[config.mk]
export PLATFORM = sky130hd
export DESIGN_NAME = rle_expander
export DESIGN_NICKNAME = d
export VERILOG_FILES = /design/src/rtl/rle_pkg.sv /design/src/rtl/rle_budget.sv /design/src/rtl/rle_record.sv /design/src/rtl/rle_expander.sv
export SDC_FILE = /design/constraint.sdc
export NUM_CORES = 1
export LEC_CHECK = 0
export ABC_AREA = 1
export BUFFER_PORTS_ARGS = -buffer_cell sky130_fd_sc_hd__buf_2
export CAP_MARGIN = 20
export CORE_ASPECT_RATIO = 0.8
export CORE_UTILIZATION = 50
export DETAILED_ROUTE_END_ITERATION = 8
export PLACE_DENSITY = 0.74
export SETUP_SLACK_MARGIN = 0.05
export SLEW_MARGIN = 20
export SYNTH_ARGS = -nofsm -noshare
export SYNTH_HDL_FRONTEND = slang
export SYNTH_HIERARCHICAL = 1
export SYNTH_SLANG_ARGS = --single-unit
[constraint.sdc]
create_clock -name clk -period 5.24 [get_ports clk]
set_input_delay 1.048 -clock clk [delete_from_list [all_inputs] [get_ports clk]]
set_output_delay 1.048 -clock clk [all_outputs]
set_load 0.05 [all_outputs]
[src/rtl/rle_pkg.sv]
package rle_pkg;
  parameter int unsigned GRP_W  = 8;
  parameter int unsigned N_GRP  = 4;
  parameter int unsigned WORD_W = GRP_W * N_GRP;
  parameter int unsigned CNT_W  = 16;
  localparam int unsigned REP_LSB = GRP_W * (N_GRP - 1);

  typedef logic [WORD_W-1:0] word_t;
  typedef logic [CNT_W-1:0]  cnt_t;
  typedef logic [GRP_W-1:0]  grp_t;

  typedef enum logic [1:0] {ST_IDLE, ST_ACCEPT, ST_EXPAND, ST_DONE} state_t;

  // stored repeat field is one less than the run length
  function automatic cnt_t reps_of(grp_t rep);
    return {{(CNT_W-GRP_W){1'b0}}, rep} + cnt_t'(1);
  endfunction

  // run length limited by what is left of the budget
  function automatic cnt_t clip_reps(cnt_t want, cnt_t left);
    return (want > left) ? left : want;
  endfunction

  // keep the three value groups, force the top group to zero
  function automatic word_t pack_sample(word_t rec);
    word_t s;
    s = '0;
    for (int g = 0; g < int'(N_GRP) - 1; g++)
      s[g*GRP_W +: GRP_W] = rec[g*GRP_W +: GRP_W];
    return s;
  endfunction
endpackage

[src/rtl/rle_budget.sv]
module rle_budget
  import rle_pkg::*;
(
  input  logic clk,
  input  logic rst_n,
  input  logic load,
  input  cnt_t load_val,
  input  logic take,
  output cnt_t remaining,
  output cnt_t written,
  output logic last_unit
);
  cnt_t budget_q;

  always_ff @(posedge clk or negedge rst_n) begin
    if (!rst_n) begin
      remaining <= '0;
      written   <= '0;
      budget_q  <= '0;
    end else if (load) begin
      remaining <= load_val;
      written   <= '0;
      budget_q  <= load_val;
    end else if (take) begin
      remaining <= remaining - cnt_t'(1);
      written   <= written + cnt_t'(1);
    end
  end

  assign last_unit = (remaining == cnt_t'(1));


  budget_underflow_chk: assert property (@(posedge clk) disable iff (!rst_n)
    take |-> remaining != '0);

  written_bound_chk: assert property (@(posedge clk) disable iff (!rst_n)
    written + remaining == budget_q);

  write_step_chk: assert property (@(posedge clk) disable iff (!rst_n)
    take && !load |=> written == $past(written) + cnt_t'(1));
endmodule

[src/rtl/rle_record.sv]
module rle_record
  import rle_pkg::*;
(
  input  logic  clk,
  input  logic  rst_n,
  input  logic  capture,
  input  word_t rec_in,
  input  logic  last_in,
  input  cnt_t  remaining,
  input  logic  take,
  output word_t sample,
  output logic  final_sample,
  output logic  last_q
);
  word_t rec_q;
  cnt_t  rep_left;

  always_ff @(posedge clk or negedge rst_n) begin
    if (!rst_n) begin
      rec_q    <= '0;
      rep_left <= '0;
      last_q   <= 1'b0;
    end else if (capture) begin
      rec_q    <= rec_in;
      last_q   <= last_in;
      rep_left <= clip_reps(reps_of(rec_in[REP_LSB +: GRP_W]), remaining);
    end else if (take) begin
      rep_left <= rep_left - cnt_t'(1);
    end
  end

  assign sample       = pack_sample(rec_q);
  assign final_sample = (rep_left == cnt_t'(1));


  rep_underflow_chk: assert property (@(posedge clk) disable iff (!rst_n)
    take |-> rep_left != '0);

  clip_fit_chk: assert property (@(posedge clk) disable iff (!rst_n)
    !capture |-> rep_left <= remaining);
endmodule

[src/rtl/rle_expander.sv]
module rle_expander
  import rle_pkg::*;
(
  input  logic              clk,
  input  logic              rst_n,
  input  logic              start,
  input  logic [CNT_W-1:0]  budget,
  input  logic              in_valid,
  output logic              in_ready,
  input  logic [WORD_W-1:0] in_data,
  input  logic              in_last,
  output logic              out_valid,
  input  logic              out_ready,
  output logic [WORD_W-1:0] out_data,
  output logic [CNT_W-1:0]  samples_written,
  output logic              done
);
  state_t state, state_nx;
  cnt_t   remaining;
  logic   last_unit, final_sample, last_q;
  logic   in_fire, out_fire, run_end;

  assign in_ready  = (state == ST_ACCEPT);
  assign out_valid = (state == ST_EXPAND);
  assign done      = (state == ST_DONE);
  assign in_fire   = in_valid && in_ready;
  assign out_fire  = out_valid && out_ready;
  assign run_end   = last_unit || last_q;

  always_comb begin
    state_nx = state;
    if (start)
      state_nx = (budget == '0) ? ST_DONE : ST_ACCEPT;
    else begin
      case (state)
        ST_ACCEPT: if (in_fire) state_nx = ST_EXPAND;
        ST_EXPAND: if (out_fire && final_sample)
                     state_nx = run_end ? ST_DONE : ST_ACCEPT;
        default:   state_nx = state;
      endcase
    end
  end

  always_ff @(posedge clk or negedge rst_n) begin
    if (!rst_n) state <= ST_IDLE;
    else        state <= state_nx;
  end

  rle_budget u_budget (
    .clk       (clk),
    .rst_n     (rst_n),
    .load      (start),
    .load_val  (budget),
    .take      (out_fire),
    .remaining (remaining),
    .written   (samples_written),
    .last_unit (last_unit)
  );

  rle_record u_record (
    .clk          (clk),
    .rst_n        (rst_n),
    .capture      (in_fire),
    .rec_in       (in_data),
    .last_in      (in_last),
    .remaining    (remaining),
    .take         (out_fire),
    .sample       (out_data),
    .final_sample (final_sample),
    .last_q       (last_q)
  );


  accept_expand_chk: assert property (@(posedge clk) disable iff (!rst_n)
    in_fire && !start |=> out_valid && !in_ready);

  out_hold_chk: assert property (@(posedge clk) disable iff (!rst_n)
    out_valid && !out_ready && !start |=> out_valid && $stable(out_data));

  last_done_chk: assert property (@(posedge clk) disable iff (!rst_n)
    out_fire && final_sample && last_q && !start |=> done);

  budget_done_chk: assert property (@(posedge clk) disable iff (!rst_n)
    out_fire && last_unit && !start |=> done);

  done_frozen_chk: assert property (@(posedge clk) disable iff (!rst_n)
    done && !start |=> $stable(samples_written));
endmodule

# Word-level counts from Yosys, hierarchy flattened
# Cells that the tools add are included.
# Widths: inputs -> output; s select.
[totals]
reg_bits = 75
inputBits = 54
wordCells = 40
[classes]
n_addsub = 4
n_lt_le_gt_ge = 1
eq_ne = 7
muxes = 13
n_reduce_logical = 9
[ops]
columns = ["operator", "count"]
rows = [
  ["$mux 16", 7],
  ["$eq 16x1->1 const B", 2],
  ["$sub 16x1->16 const B", 2],
  ["$add 16x1->16 const B", 1],
  ["$gt 16x16->1", 1],
  ["$logic_not 16->1", 1],
  ["$mux 2", 5],
  ["$add 8x1->9 const B", 1],
  ["$ne 3x2->1 const B", 2],
  ["$eq 2x2->1 const B", 2],
  ["$pmux 2 s2", 1],
  ["$reduce_bool 2->1", 2],
  ["$logic_and 1x1->1", 3],
  ["$reduce_and 3->1", 1],
  ["$reduce_bool 3->1", 1],
  ["$eq 2x1->1 const B", 1],
  ["$logic_or 1x1->1", 1],
]

# Logic depth before layout (Yosys ltp)
[depth]
depth_word = 6
ltp_mapped = 16
mapped_depth_nobuf = 16

# Modules after synthesis
# Netlist, hierarchy kept.
[modules_own_cells]
columns = ["module", "instances", "cells_each", "area_per_inst_um2"]
rows = [
  ["rle_record", 1, 354, 2682.6],
  ["rle_budget", 1, 256, 1890.6],
  ["rle_expander", 1, 43, 222.7],
]

# Worst setup path before layout
# Ideal clock, no wire load.
[synth_path]
path_type = "input port to flip-flop"
start = "in in_data[24]"
end = "reg u_record.rep_left[7]"
t_arrival_ps = 2909
required_ps = 5167
slack_ps = 2258
cell_stages = 16
n_path_buf = 0
cell_sequence = "ha_1 -> nand3_1 -> nand3b_1 -> xor2_1 -> inv_1 -> ha_1 -> nand2_1 -> nor2_1 -> nand2_1 -> nand2_1 -> nand2_2 -> nand2_8 -> nand2_8 -> nand2_2 -> nand3_2 -> a21oi_2"
[synth_between]
elab_chain_cells = 4
[synth_rtl]
columns = ["item", "line_no", "text"]
rows = [
  ["start: declaration", "rle_expander.sv:10", "input logic [WORD_W-1:0] in_data,"],
  ["$add 8x1->9 *", "rle_pkg.sv:16", "return {{(CNT_W-GRP_W){1'b0}}, rep} + cnt_t'(1);"],
  ["$gt 16x16->1", "rle_pkg.sv:21", "return (want > left) ? left : want;"],
  ["$mux 16 *", "rle_pkg.sv:21", ""],
  ["$mux 16 *", "rle_record.sv:23", "end else if (capture) begin"],
  ["end signal: assignment", "rle_record.sv:26", "rep_left <= clip_reps(reps_of(rec_in[REP_LSB +: GRP_W]), remaining);"],
  ["end signal: assignment", "rle_record.sv:28", "rep_left <= rep_left - cnt_t'(1);"],
  ["end: declaration", "rle_record.sv:16", "cnt_t rep_left;"],
]
# Every way passes the cells marked *; elsewhere a longest branch is shown, timed or not.
# A chain may end at the register's enable or synchronous reset.

# Worst setup path in the final report
[layout_path]
start = "in in_data[24]"
end = "reg u_record.rep_left[3]"
# The elaborated chain is that of the path after synthesis.

==> reports/qor.txt <==
Total Power -> 2490 µW
Post-synth top area cell -> dfrtp_1
Row Count -> 31
Max Freq -> 320 MHz
Worst Tran Pin Value -> 985 ps
Violated checks -> design-rule violations
Most frequent cells in the layout -> nand2_1 (182), buf_2 (95), nor2_1 (80)
Final Util -> 61.1%
Clk pin slew, worst setup/hold paths -> 60 ps
CP Launch Type -> input pin
CTS buffer count -> 9
Setup TNS -> 0 ps
Commonest non-fill, non-tap cell in the layout -> nand2_1
IO Pins -> 105
Critical path's top delay family -> simple AND/OR/NAND/NOR gates
Synth top area cells -> dfrtp_1 (39%), nand2_1 (14%), nor2_1 (6.3%)
Clock sink count -> 75
Vias in the first global route -> 4259
Final Cycle Share -> 59.7%
CTS H-tree depth -> 3
DPL Wire Length -> 8740 µm
Count of final setup violators -> 0
Largest net degree at the start of global routing -> 76
Critical path data arrival time -> 3390 ps
Gr ovfl total -> 0
Fraction of the mapped netlist area in adder cells -> 3.91%
Postcts setup bufs -> 0
Worst-Skew Late Latency -> 340 ps
Origin of the critical flop-to-flop path -> state[0]
Final Cell Area -> 0.00562 mm²
Reg2reg setup slack -> 2960 ps
Placed Area -> 0.00532 mm²
Vias per cell -> 5.34
Wire length on met1 -> 5580 µm
Worst min path class -> reg -> reg
Post-Syn Instances -> 653
Die height -> 89.6 µm
Vias -> 4627
Largest family of logic cells by synthesized area -> simple AND/OR/NAND/NOR gates
Crit path max fanout -> 10
Req. time, crit path -> 5500 ps
Worst hold stages -> 2
DRT iter0 DRCs -> 344
Worst vdd ir -> 0.353 mV
Share of cells above drive strength 1 -> 22.9%
Critical Path End Type -> register
CTS max path bufs -> 2
Number of max-cap violations -> 0
Drt wl/cell -> 13.8 µm
Critical path's most frequent cell -> nand2_1
Detailed Routing Iterations Pass 1 -> 7
Max stage delay cell, worst path -> o21ai_0
Final Routed Wirelength -> 12000 µm
Initial antenna violation count -> 0
Root Driver -> clkbuf_16
Fin Clk Skew -> 5.65 ps
XOR/XNOR Fraction of Synth Area -> 1.46%
Synth top area share -> 39.1%
GPL Wtd Cong -> 0.885
Synthesized area per cell -> 7.34 µm²
Met2 WL -> 5380 µm
RSZ-0062 raised after global routing -> false
Simple-Gate Fraction of Synth Area -> 36.7%
R2r endpoint -> u_record/rep_left[8]
Static leakage -> 0.00287 µW
Sequential share of the synthesized area -> 39.1%
Die footprint -> 0.00999 mm²
Initial Utilization -> 52.2%
Worst slew margin -> 34.3%
Outcome -> finished with violations
Cell area after synthesis -> 0.00480 mm²
Nets -> 816
Minimum clock period after layout -> 3130 ps
Max stage delay on crit path -> 350 ps
Port Buf Inserts -> 96
# DRC -> 5
Distinct cells, synth -> 43
Width of the die -> 111 µm
CP cell instances -> buf_2, and3_1, nand4_1, o21ai_0, inv_1, ha_1, nand2_1, nor2_1, nand2_1, nand2_1, nand2_2, nand2_8, nand2_8, nand2_2, nand3_2, a21oi_2
Max Slew Vio Count -> 0
Post-CTS resize count -> 0
CTS Hold Buffers Added -> 0
WHS Endpoint -> u_record/rec_q[10]
Critical Path Source -> in_data[24]
Post-route ant nets -> 0
Area growth syn-to-layout -> 17.1%
Synth Warn # -> 6
Final Hold Viols -> 0
Worst setup path class -> in -> reg
Overall routing resource usage -> 25.1%
DR WL met3 -> 843 µm
Worst Reg-to-Reg Cells -> 9
Core Footprint -> 0.00919 mm²
Proportion of synthesized area in mux cells -> 0%
Hold Startpoint -> u_record/rec_q[10]
Fin Hold WS -> 472 ps
CTS tree -> done
N_diodes -> 0
Top sig layer -> met4
Seq cells post-synth -> 75
Area fraction in compound gates after synthesis -> 9.86%
WP buf/inv -> 2
Pwr per Cell Area -> 443 mW/mm²
First-pass GRT wire length -> 19700 µm
==> sequential cells by signal (all words and copies together), names as in the netlist <==
| signal | cells |
|---|---|
| u_budget/remaining | 16 |
| u_record/rep_left | 16 |
| u_record/rec_q | 24 |
| u_budget/written | 16 |
| state | 2 |
| u_record/last_q | 1 |
==> kinds of logic after synthesis <==
family / after synthesis
fa+ha+maj: 15
other cells: 1
compound gates: 78
buf+inv: 98
xor+xnor: 8
simple gates: 378
flops: 75
==> worst max-delay path by stage <==
stage,depth (start not counted),slack (ps),end
detailed placement,16,1840,u_record/rep_left[7]
floorplan,16,2260,u_record/rep_left[7]
global route,16,1930,u_record/rep_left[4]
finish,16,2110,u_record/rep_left[3]
CTS,17,2160,u_record/rep_left[3]
global placement,17,1960,u_record/rep_left[8]
==> cell usage after synthesis (all sizes together) <==
cell type    n
o21a         1
a21oi       32
o211ai       2
and3         1
a31o         2
xor2         6
o21ai       26
clkbuf       8
nand3b       2
nor3         9
conb         1
nor3b        1
a22oi        9
nor4         2
nand4       11
o22ai        1
ha          15
a21o         1
nand2      198
nand3       58
nor2        93
or2          1
xnor2        2
a31oi        3
or3          2
a22o         1
dfrtp       75
buf         15
inv         75
==> layer usage <==
| metal | global-route usage (%) | vias to the layer above |
|---|---|---|
| met2 | 40.9 | 160 |
| met5 | 0 | - |
| met3 | 6.51 | 14 |
| li1 | - | 2264 |
| met1 | 33.2 | 2189 |
| met4 | 8.11 | 0 |
==> cell type report <==
type	count	area (µm²)
repair buffers	99	526
clock buffers	9	225
multi-input cells	487	2520
clock inverters	6	42.5
flip-flops and latches	75	1880
well taps	115	144
inverters	75	282
fillers	843	3580
==> worst reg2reg max path, cell delays in order, from the launching register on <==
cell and delay (ps):
dfrtp_1 420, inv_2 80, nand2_2 70, nor2_1 550, buf_4 290, nor2_1 120, inv_1 410, nand2_1 100
inv_1 80, a21oi_2 50
==> report_power, final <==
part           switching, µW  internal [µW]
Sequential               126            736
Clock                    245            318
Combinational            788            273
==> per-stage QoR <==
stage,instances,worst slack (ps)
final,866,2110
after global routing,866,1930
after CTS,865,2160
after detailed placement,850,1840
after global placement,850,1960
after floorplan,660,2260
(Power assumes the default switching activity.)
